## src/rtl/dualaddr_uart_pkg.sv

```systemverilog
package dualaddr_uart_pkg;
  localparam int DIV_W   = 16;
  localparam int FRAME_W = 12;
  localparam int ACC_W   = 10;

  localparam logic [5:0] OFS_LSR  = 6'h00;
  localparam logic [5:0] OFS_LSRS = 6'h04;
  localparam logic [5:0] OFS_HSR  = 6'h08;
  localparam logic [5:0] OFS_HSRS = 6'h0C;
  localparam logic [5:0] OFS_DIVH = 6'h10;
  localparam logic [5:0] OFS_DIVL = 6'h14;
  localparam logic [5:0] OFS_CTL  = 6'h18;
  localparam logic [5:0] OFS_RCMD = 6'h1C;
  localparam logic [5:0] OFS_TCMD = 6'h20;
  localparam logic [5:0] OFS_DATA = 6'h24;

  typedef struct packed {
    logic eight;
    logic par_en;
    logic par_odd;
    logic two_stop;
  } fmt_t;
endpackage

```

## src/rtl/dualaddr_baud.sv

```systemverilog
module dualaddr_baud
  import dualaddr_uart_pkg::*;
(
  input  logic             clk,
  input  logic             rst_n,
  input  logic [DIV_W-1:0] div,
  output logic             tick
);
  logic [DIV_W-1:0] cnt_q, cnt_d;

  always_comb begin
    tick  = (cnt_q >= div);
    cnt_d = tick ? '0 : cnt_q + 1'b1;
  end

  always_ff @(posedge clk or negedge rst_n)
    if (!rst_n) cnt_q <= '0;
    else        cnt_q <= cnt_d;

  p_tick_gap_r2: assert property (@(posedge clk) disable iff (!rst_n)
    (tick && div != '0) |=> (!tick || div == '0));
endmodule

```

## src/rtl/dualaddr_tx.sv

```systemverilog
module dualaddr_tx
  import dualaddr_uart_pkg::*;
#(
  parameter int OVS = 16
)(
  input  logic       clk,
  input  logic       rst_n,
  input  logic       tick,
  input  logic       load,
  input  logic [7:0] data,
  input  fmt_t       fmt,
  input  logic       brk,
  output logic       busy,
  output logic       done,
  output logic       line
);
  localparam int PW = $clog2(OVS);
  localparam logic [PW-1:0] PH_LAST = PW'(OVS - 1);

  logic [FRAME_W-1:0] sh_q, sh_d, frame;
  logic [3:0]         left_q, left_d, nbits;
  logic [PW-1:0]      ph_q, ph_d;
  logic               busy_q, busy_d, par;

  always_comb begin
    par   = (^(data & {fmt.eight, 7'h7f})) ^ fmt.par_odd;
    frame = '1;
    frame[0]   = 1'b0;
    frame[7:1] = data[6:0];
    if (fmt.eight) frame[8] = data[7];
    if (fmt.par_en) begin
      if (fmt.eight) frame[9] = par;
      else           frame[8] = par;
    end
    nbits = 4'd9 + {3'b0, fmt.eight} + {3'b0, fmt.par_en} + {3'b0, fmt.two_stop};

    sh_d   = sh_q;
    left_d = left_q;
    ph_d   = ph_q;
    busy_d = busy_q;
    done   = 1'b0;
    if (load && !busy_q) begin
      sh_d   = frame;
      left_d = nbits;
      ph_d   = '0;
      busy_d = 1'b1;
    end else if (busy_q && tick) begin
      ph_d = ph_q + 1'b1;
      if (ph_q == PH_LAST) begin
        sh_d   = {1'b1, sh_q[FRAME_W-1:1]};
        left_d = left_q - 1'b1;
        if (left_q == 4'd1) begin
          busy_d = 1'b0;
          done   = 1'b1;
        end
      end
    end
  end

  always_ff @(posedge clk or negedge rst_n)
    if (!rst_n) begin
      sh_q   <= '1;
      left_q <= '0;
      ph_q   <= '0;
      busy_q <= 1'b0;
    end else begin
      sh_q   <= sh_d;
      left_q <= left_d;
      ph_q   <= ph_d;
      busy_q <= busy_d;
    end

  assign busy = busy_q;
  assign line = brk ? 1'b0 : (busy_q ? sh_q[0] : 1'b1);

  p_start_bit_r3: assert property (@(posedge clk) disable iff (!rst_n)
    ($rose(busy_q) && !brk) |-> !line);
endmodule

```

## src/rtl/dualaddr_rx.sv

```systemverilog
module dualaddr_rx
  import dualaddr_uart_pkg::*;
#(
  parameter int OVS = 16
)(
  input  logic       clk,
  input  logic       rst_n,
  input  logic       tick,
  input  logic       en,
  input  logic       rx_in,
  input  fmt_t       fmt,
  output logic       done,
  output logic [7:0] data,
  output logic       fe,
  output logic       pe,
  output logic       brk
);
  localparam int PW = $clog2(OVS);
  localparam logic [PW-1:0] PH_MID = PW'(OVS / 2 - 1);

  logic [2:0]       s_q;
  logic             act_q, act_d, done_d, fe_d, pe_d, brk_d;
  logic [PW-1:0]    ph_q, ph_d;
  logic [3:0]       idx_q, idx_d, nrx;
  logic [ACC_W-1:0] acc_q, acc_d, al;
  logic [7:0]       data_q, data_d;
  logic             smp, pb, stp;

  assign smp = s_q[1];

  always_comb begin
    nrx    = 4'd8 + {3'b0, fmt.eight} + {3'b0, fmt.par_en};
    act_d  = act_q;
    ph_d   = ph_q;
    idx_d  = idx_q;
    acc_d  = acc_q;
    done_d = 1'b0;
    data_d = data_q;
    fe_d   = fe;
    pe_d   = pe;
    brk_d  = brk;
    al     = '0;
    pb     = 1'b0;
    stp    = 1'b1;
    if (!en) begin
      act_d = 1'b0;
    end else if (!act_q) begin
      if (s_q[2] && !smp) begin
        act_d = 1'b1;
        ph_d  = '0;
        idx_d = '0;
      end
    end else if (tick) begin
      ph_d = ph_q + 1'b1;
      if (ph_q == PH_MID) begin
        if (idx_q == 4'd0) begin
          if (smp) act_d = 1'b0;
          else     idx_d = 4'd1;
        end else begin
          acc_d = {smp, acc_q[ACC_W-1:1]};
          idx_d = idx_q + 1'b1;
          if (idx_q == nrx) begin
            al     = acc_d >> (4'd10 - nrx);
            data_d = fmt.eight ? al[7:0] : {1'b0, al[6:0]};
            pb     = al[4'd7 + {3'b0, fmt.eight}];
            stp    = al[nrx - 4'd1];
            fe_d   = ~stp;
            pe_d   = fmt.par_en & (pb ^ (^data_d) ^ fmt.par_odd);
            brk_d  = ~stp & ~(|data_d) & ~(fmt.par_en & pb);
            done_d = 1'b1;
            act_d  = 1'b0;
          end
        end
      end
    end
  end

  always_ff @(posedge clk or negedge rst_n)
    if (!rst_n) begin
      s_q    <= '1;
      act_q  <= 1'b0;
      ph_q   <= '0;
      idx_q  <= '0;
      acc_q  <= '0;
      done   <= 1'b0;
      data_q <= '0;
      fe     <= 1'b0;
      pe     <= 1'b0;
      brk    <= 1'b0;
    end else begin
      s_q    <= {s_q[1:0], rx_in};
      act_q  <= act_d;
      ph_q   <= ph_d;
      idx_q  <= idx_d;
      acc_q  <= acc_d;
      done   <= done_d;
      data_q <= data_d;
      fe     <= fe_d;
      pe     <= pe_d;
      brk    <= brk_d;
    end

  assign data = data_q;

  p_done_pulse_r4: assert property (@(posedge clk) disable iff (!rst_n)
    done |=> !done);
endmodule

```

## src/rtl/dualaddr_uart.sv

```systemverilog
module dualaddr_uart
  import dualaddr_uart_pkg::*;
#(
  parameter int OVS = 16
)(
  input  logic       clk,
  input  logic       rst_n,
  input  logic       bus_sel,
  input  logic       bus_wr,
  input  logic [5:0] bus_addr,
  input  logic [7:0] bus_wdata,
  output logic [7:0] bus_rdata,
  input  logic       rxd,
  output logic       txd,
  input  logic       dsr_i,
  input  logic       cts_i,
  output logic       dtr_o,
  output logic       rts_o,
  output logic       irq
);
  logic [7:0]       lsr_q, lsr_d, ctl_q, ctl_d, rcmd_q, rcmd_d, tcmd_q, tcmd_d, hold_q, hold_d;
  logic [1:0]       hsr_q, hsr_d;
  logic [DIV_W-1:0] div_q, div_d;
  logic             wr_acc, rd_acc, lsr_clr, lsr_set, data_wr, data_rd;
  logic             tick, tx_load, tx_busy, tx_done, tx_line;
  logic             rx_done, rx_fe, rx_pe, rx_brk, rx_src;
  logic [7:0]       rx_data;
  fmt_t             fmt;

  assign fmt     = fmt_t'(ctl_q[3:0]);
  assign wr_acc  = bus_sel & bus_wr;
  assign rd_acc  = bus_sel & ~bus_wr;
  assign lsr_clr = wr_acc && (bus_addr == OFS_LSR);
  assign lsr_set = wr_acc && (bus_addr == OFS_LSRS);
  assign data_wr = wr_acc && (bus_addr == OFS_DATA);
  assign data_rd = rd_acc && (bus_addr == OFS_DATA);
  assign tx_load = tcmd_q[7] & ~tcmd_q[2] & ~ctl_q[7] & ~lsr_q[2] & ~tx_busy;
  assign rx_src  = ctl_q[6] ? tx_line : rxd;

  dualaddr_baud u_baud (.clk(clk), .rst_n(rst_n), .div(div_q), .tick(tick));

  dualaddr_tx #(.OVS(OVS)) u_tx (
    .clk(clk), .rst_n(rst_n), .tick(tick), .load(tx_load), .data(hold_q),
    .fmt(fmt), .brk(tcmd_q[1]), .busy(tx_busy), .done(tx_done), .line(tx_line));

  dualaddr_rx #(.OVS(OVS)) u_rx (
    .clk(clk), .rst_n(rst_n), .tick(tick), .en(rcmd_q[7]), .rx_in(rx_src),
    .fmt(fmt), .done(rx_done), .data(rx_data), .fe(rx_fe), .pe(rx_pe), .brk(rx_brk));

  always_comb begin
    lsr_d = lsr_q;
    if (lsr_clr) lsr_d = lsr_d & ~bus_wdata;
    if (lsr_set) lsr_d = lsr_d | bus_wdata;
    if (data_rd) lsr_d[7] = 1'b0;
    if (rx_done) begin
      lsr_d[5] = lsr_d[5] | lsr_d[7];
      lsr_d[7] = 1'b1;
      lsr_d[6] = lsr_d[6] | rx_fe;
      lsr_d[4] = lsr_d[4] | rx_pe;
      lsr_d[3] = lsr_d[3] | rx_brk;
    end
    if (tx_load) begin
      lsr_d[2] = 1'b1;
      lsr_d[1] = 1'b0;
    end
    if (tx_done) lsr_d[1] = 1'b1;
    if (data_wr) lsr_d[2] = 1'b0;
    lsr_d[0] = 1'b0;

    hsr_d = hsr_q;
    if (wr_acc && bus_addr == OFS_HSR)  hsr_d = hsr_d & ~bus_wdata[7:6];
    if (wr_acc && bus_addr == OFS_HSRS) hsr_d = hsr_d | bus_wdata[7:6];
    hsr_d = hsr_d | {dsr_i, cts_i};

    div_d  = div_q;
    ctl_d  = ctl_q;
    rcmd_d = rcmd_q;
    tcmd_d = tcmd_q;
    hold_d = data_wr ? bus_wdata : hold_q;
    if (wr_acc) begin
      case (bus_addr)
        OFS_DIVH: div_d[15:8] = bus_wdata;
        OFS_DIVL: div_d[7:0]  = bus_wdata;
        OFS_CTL:  ctl_d       = bus_wdata;
        OFS_RCMD: rcmd_d      = bus_wdata;
        OFS_TCMD: tcmd_d      = bus_wdata;
        default: ;
      endcase
    end
  end

  always_ff @(posedge clk or negedge rst_n)
    if (!rst_n) begin
      lsr_q  <= 8'h06;
      hsr_q  <= '0;
      div_q  <= '0;
      ctl_q  <= '0;
      rcmd_q <= '0;
      tcmd_q <= '0;
      hold_q <= '0;
    end else begin
      lsr_q  <= lsr_d;
      hsr_q  <= hsr_d;
      div_q  <= div_d;
      ctl_q  <= ctl_d;
      rcmd_q <= rcmd_d;
      tcmd_q <= tcmd_d;
      hold_q <= hold_d;
    end

  always_comb begin
    case (bus_addr)
      OFS_LSR:  bus_rdata = lsr_q;
      OFS_HSR:  bus_rdata = {hsr_q, 6'b0};
      OFS_DIVH: bus_rdata = div_q[15:8];
      OFS_DIVL: bus_rdata = div_q[7:0];
      OFS_CTL:  bus_rdata = ctl_q;
      OFS_RCMD: bus_rdata = rcmd_q;
      OFS_TCMD: bus_rdata = tcmd_q;
      OFS_DATA: bus_rdata = rx_data;
      default:  bus_rdata = 8'h00;
    endcase
  end

  assign txd   = ctl_q[6] ? 1'b1 : (ctl_q[7] ? rxd : tx_line);
  assign dtr_o = ctl_q[5];
  assign rts_o = ctl_q[4];
  assign irq   = ((rcmd_q[6:5] == 2'b01) & lsr_q[7])
               | ((tcmd_q[6:5] == 2'b01) & tcmd_q[4] & lsr_q[2])
               | ((rcmd_q[4] | tcmd_q[3]) & (|lsr_q[6:3]));

  p_ready_on_frame_r4: assert property (@(posedge clk) disable iff (!rst_n)
    rx_done |=> lsr_q[7]);

  p_overrun_r5: assert property (@(posedge clk) disable iff (!rst_n)
    (rx_done && lsr_q[7] && !data_rd && !(lsr_clr && bus_wdata[7])) |=> lsr_q[5]);

  p_load_from_full_r3: assert property (@(posedge clk) disable iff (!rst_n)
    $rose(tx_busy) |-> $past(!lsr_q[2]));

  p_echo_blocks_tx_r11: assert property (@(posedge clk) disable iff (!rst_n)
    (ctl_q[7] && !tx_busy) |=> !tx_busy);

  p_write_beats_load_r14: assert property (@(posedge clk) disable iff (!rst_n)
    (data_wr && tx_load) |=> !lsr_q[2]);
endmodule

```

## config.mk

```make
export PLATFORM = sky130hd
export DESIGN_NAME = dualaddr_uart
export DESIGN_NICKNAME = d
export VERILOG_FILES = /design/src/rtl/dualaddr_uart_pkg.sv /design/src/rtl/dualaddr_baud.sv /design/src/rtl/dualaddr_tx.sv /design/src/rtl/dualaddr_rx.sv /design/src/rtl/dualaddr_uart.sv
export SDC_FILE = /design/constraint.sdc
export NUM_CORES = 1
export LEC_CHECK = 0
export BUFFER_PORTS_ARGS = -buffer_cell sky130_fd_sc_hd__buf_2
export CAP_MARGIN = 20
export CORE_MARGIN = 2
export CORE_UTILIZATION = 45
export CTS_CLUSTER_SIZE = 8
export DETAILED_ROUTE_END_ITERATION = 10
export PLACE_DENSITY_LB_ADDON = 0.15
export REMOVE_ABC_BUFFERS = 1
export SLEW_MARGIN = 5
export SYNTH_ARGS = -nofsm -noshare
export SYNTH_HDL_FRONTEND = slang
export SYNTH_HIERARCHICAL = 1
export SYNTH_SLANG_ARGS = --single-unit
```

## constraint.sdc

```tcl
create_clock -name clk -period 6 [get_ports clk]
set_clock_uncertainty 0.2 [all_clocks]
set_input_delay 1.2 -clock clk [delete_from_list [all_inputs] [get_ports clk]]
set_output_delay 1.2 -clock clk [all_outputs]
set_load 0.02 [all_outputs]
```

# Word-level counts from Yosys, hierarchy flattened
# Index checks and enable logic that the tools add are counted.
dict set report totals {
  reg_bits 128
  in_bits 21
  out_inout_bits 12
  elab_cells 194
}
dict set report classes {
  addsub 13
  n_lt_le_gt_ge 3
  eq_ne 18
  shift 1
  mux 63
  n_bitwise 41
  reduce_logical 32
}
# cell count
set op_table {}
lappend op_table {{one-hot mux 8 bit (8 select lines)} 1}
lappend op_table {{2-to-1 mux 4 bit} 13}
lappend op_table {{2-to-1 mux 12 bit} 3}
lappend op_table {{2-to-1 mux 1 bit} 35}
lappend op_table {{equality test 6 x 5 -> 1 bit (second input constant)} 4}
lappend op_table {{2-to-1 mux 8 bit} 3}
lappend op_table {{adder 16 x 1 -> 16 bit (second input constant)} 1}
lappend op_table {{AND 8 bit} 2}
lappend op_table {{greater-or-equal comparator 16 bit} 1}
lappend op_table {{2-to-1 mux 16 bit} 1}
lappend op_table {{parity 8 bit} 2}
lappend op_table {{AND 1 bit} 14}
lappend op_table {{adder 4 x 1 -> 4 bit} 3}
lappend op_table {{adder 4 x 1 -> 4 bit (second input constant)} 3}
lappend op_table {{equality test 6 x 4 -> 1 bit (second input constant)} 2}
lappend op_table {{equality test 6 bit (second input constant)} 2}
lappend op_table {{AND reduction 2 bit} 6}
lappend op_table {{less-than comparator 4 x 5 -> 1 bit (second input constant)} 2}
lappend op_table {{AND reduction 5 bit} 2}
lappend op_table {{right shift 10 x 4 -> 10 bit} 1}
lappend op_table {{logical AND 1 bit} 9}
lappend op_table {{NOT 1 bit} 9}
lappend op_table {{adder 4 x 1 -> 4 bit (first input constant)} 2}
lappend op_table {{binary-select mux 1 bit (select 4 bit)} 2}
lappend op_table {{other kinds (28)} 48}

# Depth between registers and ports, before layout
dict set report logic_depth {
  word_depth 9
  mapped_depth 14
  ltp_nobuf 12
}

# Cells and area by module
# The synthesis kept the hierarchy.
# module instances cells_per_inst area_each_um2 seq_area_each_um2
set modules_own_cells {}
lappend modules_own_cells {dualaddr_uart 1 214 2806.4 1428.9}
lappend modules_own_cells {dualaddr_rx 1 185 1918.1 829.5}
lappend modules_own_cells {dualaddr_baud 1 130 1260.0 400.4}
lappend modules_own_cells {dualaddr_tx 1 116 1066.0 488.0}

# Least setup slack after synthesis
# No wires, ideal clock.
dict set report synth_path {
  path_kind {input to output}
  start {input port bus_addr[2]}
  end {output port bus_rdata[7]}
  t_arrival_ns 2.640
  path_slack_ns 1.960
  path_stages 5
  n_path_buf 2
  cell_sequence {buf_2 -> clkbuf_1 -> mux4_2 -> a22oi_1 -> nand2_1}
}
dict set report synth_via {
  elab_chain_cells 2
  elab_cells_between_ends 9
  cone_classes {7 x eq/ne; 1 x mux; 1 x reduce/logical}
}
# item line_no
set synth_lines {}
lappend synth_lines {{start: declaration} dualaddr_uart.sv:10} ;# input logic [5:0] bus_addr,
lappend synth_lines {{equality test 6 bit (tied with other cells)} dualaddr_uart.sv:112} ;# case (bus_addr)
lappend synth_lines {{one-hot mux 8 bit (8 select lines) (*)} dualaddr_uart.sv:112}
lappend synth_lines {{end: declaration} dualaddr_uart.sv:12} ;# output logic [7:0] bus_rdata,
# Mark *: on every way between the ends. The rest lies on a longest branch, timed or not.

# Worst setup path after layout
dict set report layout_path {
  start {register u_baud.cnt_q[11]}
  end {register u_rx.data_q[1], in the netlist u_rx/data[1]}
}
dict set report layout_via {
  elab_chain_cells 2
}
# item line_no
set layout_lines {}
lappend layout_lines {{start: declaration} dualaddr_baud.sv:9} ;# logic [DIV_W-1:0] cnt_q, cnt_d;
lappend layout_lines {{start signal: assignment} dualaddr_baud.sv:18} ;# else cnt_q <= cnt_d;
lappend layout_lines {{greater-or-equal comparator 16 bit} dualaddr_baud.sv:12} ;# tick = (cnt_q >= div);
lappend layout_lines {{named net tick} dualaddr_uart.sv:25} ;# logic tick, tx_load, tx_busy, tx_done, tx_line;
lappend layout_lines {{AND reduction 6 bit (no line)} --}
lappend layout_lines {{end signal: assignment} dualaddr_rx.sv:97} ;# data_q <= data_d;
lappend layout_lines {{end: declaration} dualaddr_rx.sv:26} ;# logic [7:0] data_q, data_d;
# The timed path passes the listed nets, and every way through them passes these cells.
# A chain may end at the register's enable or synchronous reset.

==> results.toml <==
[logic_synthesis]
synth-seq-cells = 125
synth_cell_types = 69
netlist_area_mm2 = 0.00705
yosys_warnings = 6
seq_area_frac_synth = 0.446
ys_top_cells_by_area = "dfrtp_1 39%, mux2_2 9.7%, ha_1 5.7%, dfstp_2 5.6%, xnor2_1 3.7%"
ys.flop_type = "dfrtp_1"
yosysMostFrequentCell = "dfrtp_1"
synth_cells = 645
synth_edf_count = 0
async_reset_ff_frac = 1.00
yosysTopAreaCell = "dfrtp_1"
avgSynthCellArea_um2 = 10.9
synth_top_cell_area_share = 0.390
synthTopCellsByCount = "110 x dfrtp_1, 69 x nand2_1, 61 x mux2_2"

[sta]
period_needed_ns = 4.54
post-route-period-util = 0.757
rsz0062_at_grt = "no"
worst_slack_ns = 1.46
drv_slew = 0
finalHoldViolCount = 0
worstMarginPinSlew_ns = 1.06
finalSetupViolCount = 0
max_freq_mhz = 220
setup_tns_ns = 0
maxSlewHeadroom = 0.284

[die]
die_y_um = 129
dieArea_mm2 = 0.0167
start_util = 0.462
io_pins = 33
die_w_um = 129
core_mm2 = 0.0153
rows = 45

[cts]
cts-resized-gates = 0
clk_latency_ns = 0.42
clk_pin_slew_ns = 0.06
htree_num_levels = 4
cts_tree = "yes"
numClockSinks = 125
cts_max_path_buffers = 2
cts_made_buffers = 17
hold_buffers = 0
cts_setup_buffers = 0
clock_tree.root_cell = "clkbuf_16"

[global_routing]
grt_pass1_wl_mm = 26.8
first_global_vias = 5136
antenna_found_initial = 0
grt_usage = 0.210
overflow = 0
grt_max_degree = 69

[routing]
vias = 5128
drt-total-wl_mm = 16.6
drt_first_iter_violations = 343
route.detailed.drc = 0
via_per_inst = 5.72
wl_per_cell_um = 18.5
drtAntennaViolNets = 0
dr.pass1.iters = 5

[power_and_ir_drop]
switchingPower_w = 0.000762
total_power_w = 0.00255
powerDensity_mw_per_mm2 = 321
leakage_nw = 3.54
p_int_w = 0.00178
p_sw_frac = 0.299
ir_worst_vdd_uv = 193
pwr-share-comb = 0.197
power_frac_clock = 0.384
seqPwrFrac = 0.419

[flow_run]
maxCapViolCount = 0

[finish]
num-nets-final = 726
multiInputGateArea_mm2 = 0.00360
regArea_mm2 = 0.00315
fin_util = 0.520
filler_cell_count = 1348
antenna_cells = 0
area.growth.synth_to_final_pct = 12.5
layout-drive-gt1-share = 0.255

[worst_setup_path]
crit_fanout = 20
critPathRequiredTime_ns = 6.11
criticalPathCategory = "reg -> reg"
critPathArrivalTime_ns = 4.65
crit_path_start_kind = "register"
critPathCaptureType = "register"

[place]
pre_cts_ws_ns = 1.53
hpwl_mm = 11.6
globalplace.congestion = 0.832
port_buffers = 32

[outcome]
status = "complete, no violations"

[hold_path]
hp-class = "reg -> reg"
==> routing by layer <==
metal | wire (µm) | global-route usage | up-vias
li1 | - | - | 2414
met1 | 7840 | 0.283 | 2570
met2 | 7910 | 0.341 | 124
met3 | 604 | 0.0396 | 20
met4 | 222 | 0.0767 | 0
met5 | 0 | 0 | -
==> flip-flops by register name, summed over array words and instances (netlist names), 8 cells and up <==
signal and count:
u_rx/data 8, hold_q 8, tcmd_q 8, u_baud/cnt_q 16, u_tx/sh_q 10, ctl_q 8, u_rx/acc_q 9, div_q 16
rcmd_q 8
==> layout make-up <==
| cell class | count | share of cell area |
|---|---|---|
| flip-flops and latches | 125 | 0.397 |
| well taps | 211 | 0.0333 |
| clock buffers | 19 | 0.0571 |
| clock inverters | 13 | 0.0148 |
| multi-input cells | 452 | 0.455 |
| inverters | 42 | 0.0199 |
| repair buffers | 35 | 0.0234 |
==> final timing paths <==
kind / depth (start not counted) / startpoint / end / slack [ns]
worst max-delay path: 10 / u_baud/cnt_q[11] / u_rx/data[1] / 1.46
worst min-delay path: 0 / u_rx/s_q[0] / u_rx/s_q[1] / 0.16
worst max register to register: 10 / u_baud/cnt_q[11] / u_rx/data[1] / 1.46
worst min register to register: 0 / u_rx/s_q[0] / u_rx/s_q[1] / 0.16
max in group asynchronous: 2 / rst_n / div_q[6] / 3.65
min in group asynchronous: 1 / rst_n / u_baud/cnt_q[12] / 0.68
==> worst max-delay path, cell delays in order (launching register included) <==
cell and delay (ns):
dfrtp_1 0.46, ha_1 0.35, nand4_1 0.13, or3_4 0.39, o31ai_4 0.88, or3_1 0.52, and4b_1 0.41, nand3_2 0.10
or2_1 0.46, inv_1 0.19, mux2_2 0.34
==> power groups by stage <==
stage / sequential [W] / combinational, W / clock, W
after global routing: 0.00108 / 0.000561 / 0.00104
after CTS: 0.00107 / 0.000505 / 0.00100
after detailed placement: 0.00108 / 0.000502 / 0
after global placement: 0.00108 / 0.000486 / 0
after floorplan: 0.00105 / 0.000372 / 0
final: 0.00107 / 0.000502 / 0.000977
==> metrics by stage <==
step,hold WS (ns),std cells,instance area [µm²]
3_5_place_dp,0.149,865,7360
5_1_grt,0.164,897,7930
6_report,0.160,897,7930
2_1_floorplan,0.145,619,6910
3_3_place_gp,0.150,865,7360
4_1_cts,0.161,897,7930
==> logic make-up (layout without fill, tap and decap cells) <==
| logic type | Yosys count | in the layout | share of synthesized area |
|---|---|---|---|
| compound gates | 103 | 103 | 0.102 |
| xor+xnor | 35 | 35 | 0.0454 |
| fa+ha+maj | 32 | 32 | 0.0568 |
| buf+inv | 68 | 109 | 0.0424 |
| flops | 125 | 125 | 0.446 |
| mux | 81 | 81 | 0.144 |
| simple gates | 201 | 201 | 0.163 |
==> layout by cell type, fill, tap and decap left out, types with 4 or more instances in the layout <==
cell type / synthesis / final
dfstp_2: 15 / 15
mux4_2: 10 / 10
a22o_1: 6 / 6
dfrtp_1: 110 / 110
a21o_1: 4 / 4
a21oi_1: 14 / 14
mux2i_1: 10 / 10
nor4_2: 10 / 10
mux2_2: 61 / 61
nor3_1: 16 / 16
a31oi_1: 12 / 12
nand2_1: 69 / 69
clkinvlp_4: 0 / 5
buf_4: 2 / 4
nor4_1: 15 / 15
clkbuf_16: 0 / 17
nand3_1: 12 / 12
a222oi_1: 6 / 6
nand2b_1: 5 / 5
nand4_1: 12 / 12
and3_1: 4 / 4
buf_2: 11 / 31
nor2b_1: 12 / 12
xor2_1: 4 / 4
a221o_1: 4 / 4
o21ai_0: 29 / 29
a22oi_1: 4 / 4
nand4b_1: 5 / 5
inv_1: 42 / 42
xnor2_1: 30 / 30
and2_1: 4 / 4
nor2_1: 19 / 19
ha_1: 32 / 32
Power figures use the tool's default switching activity.
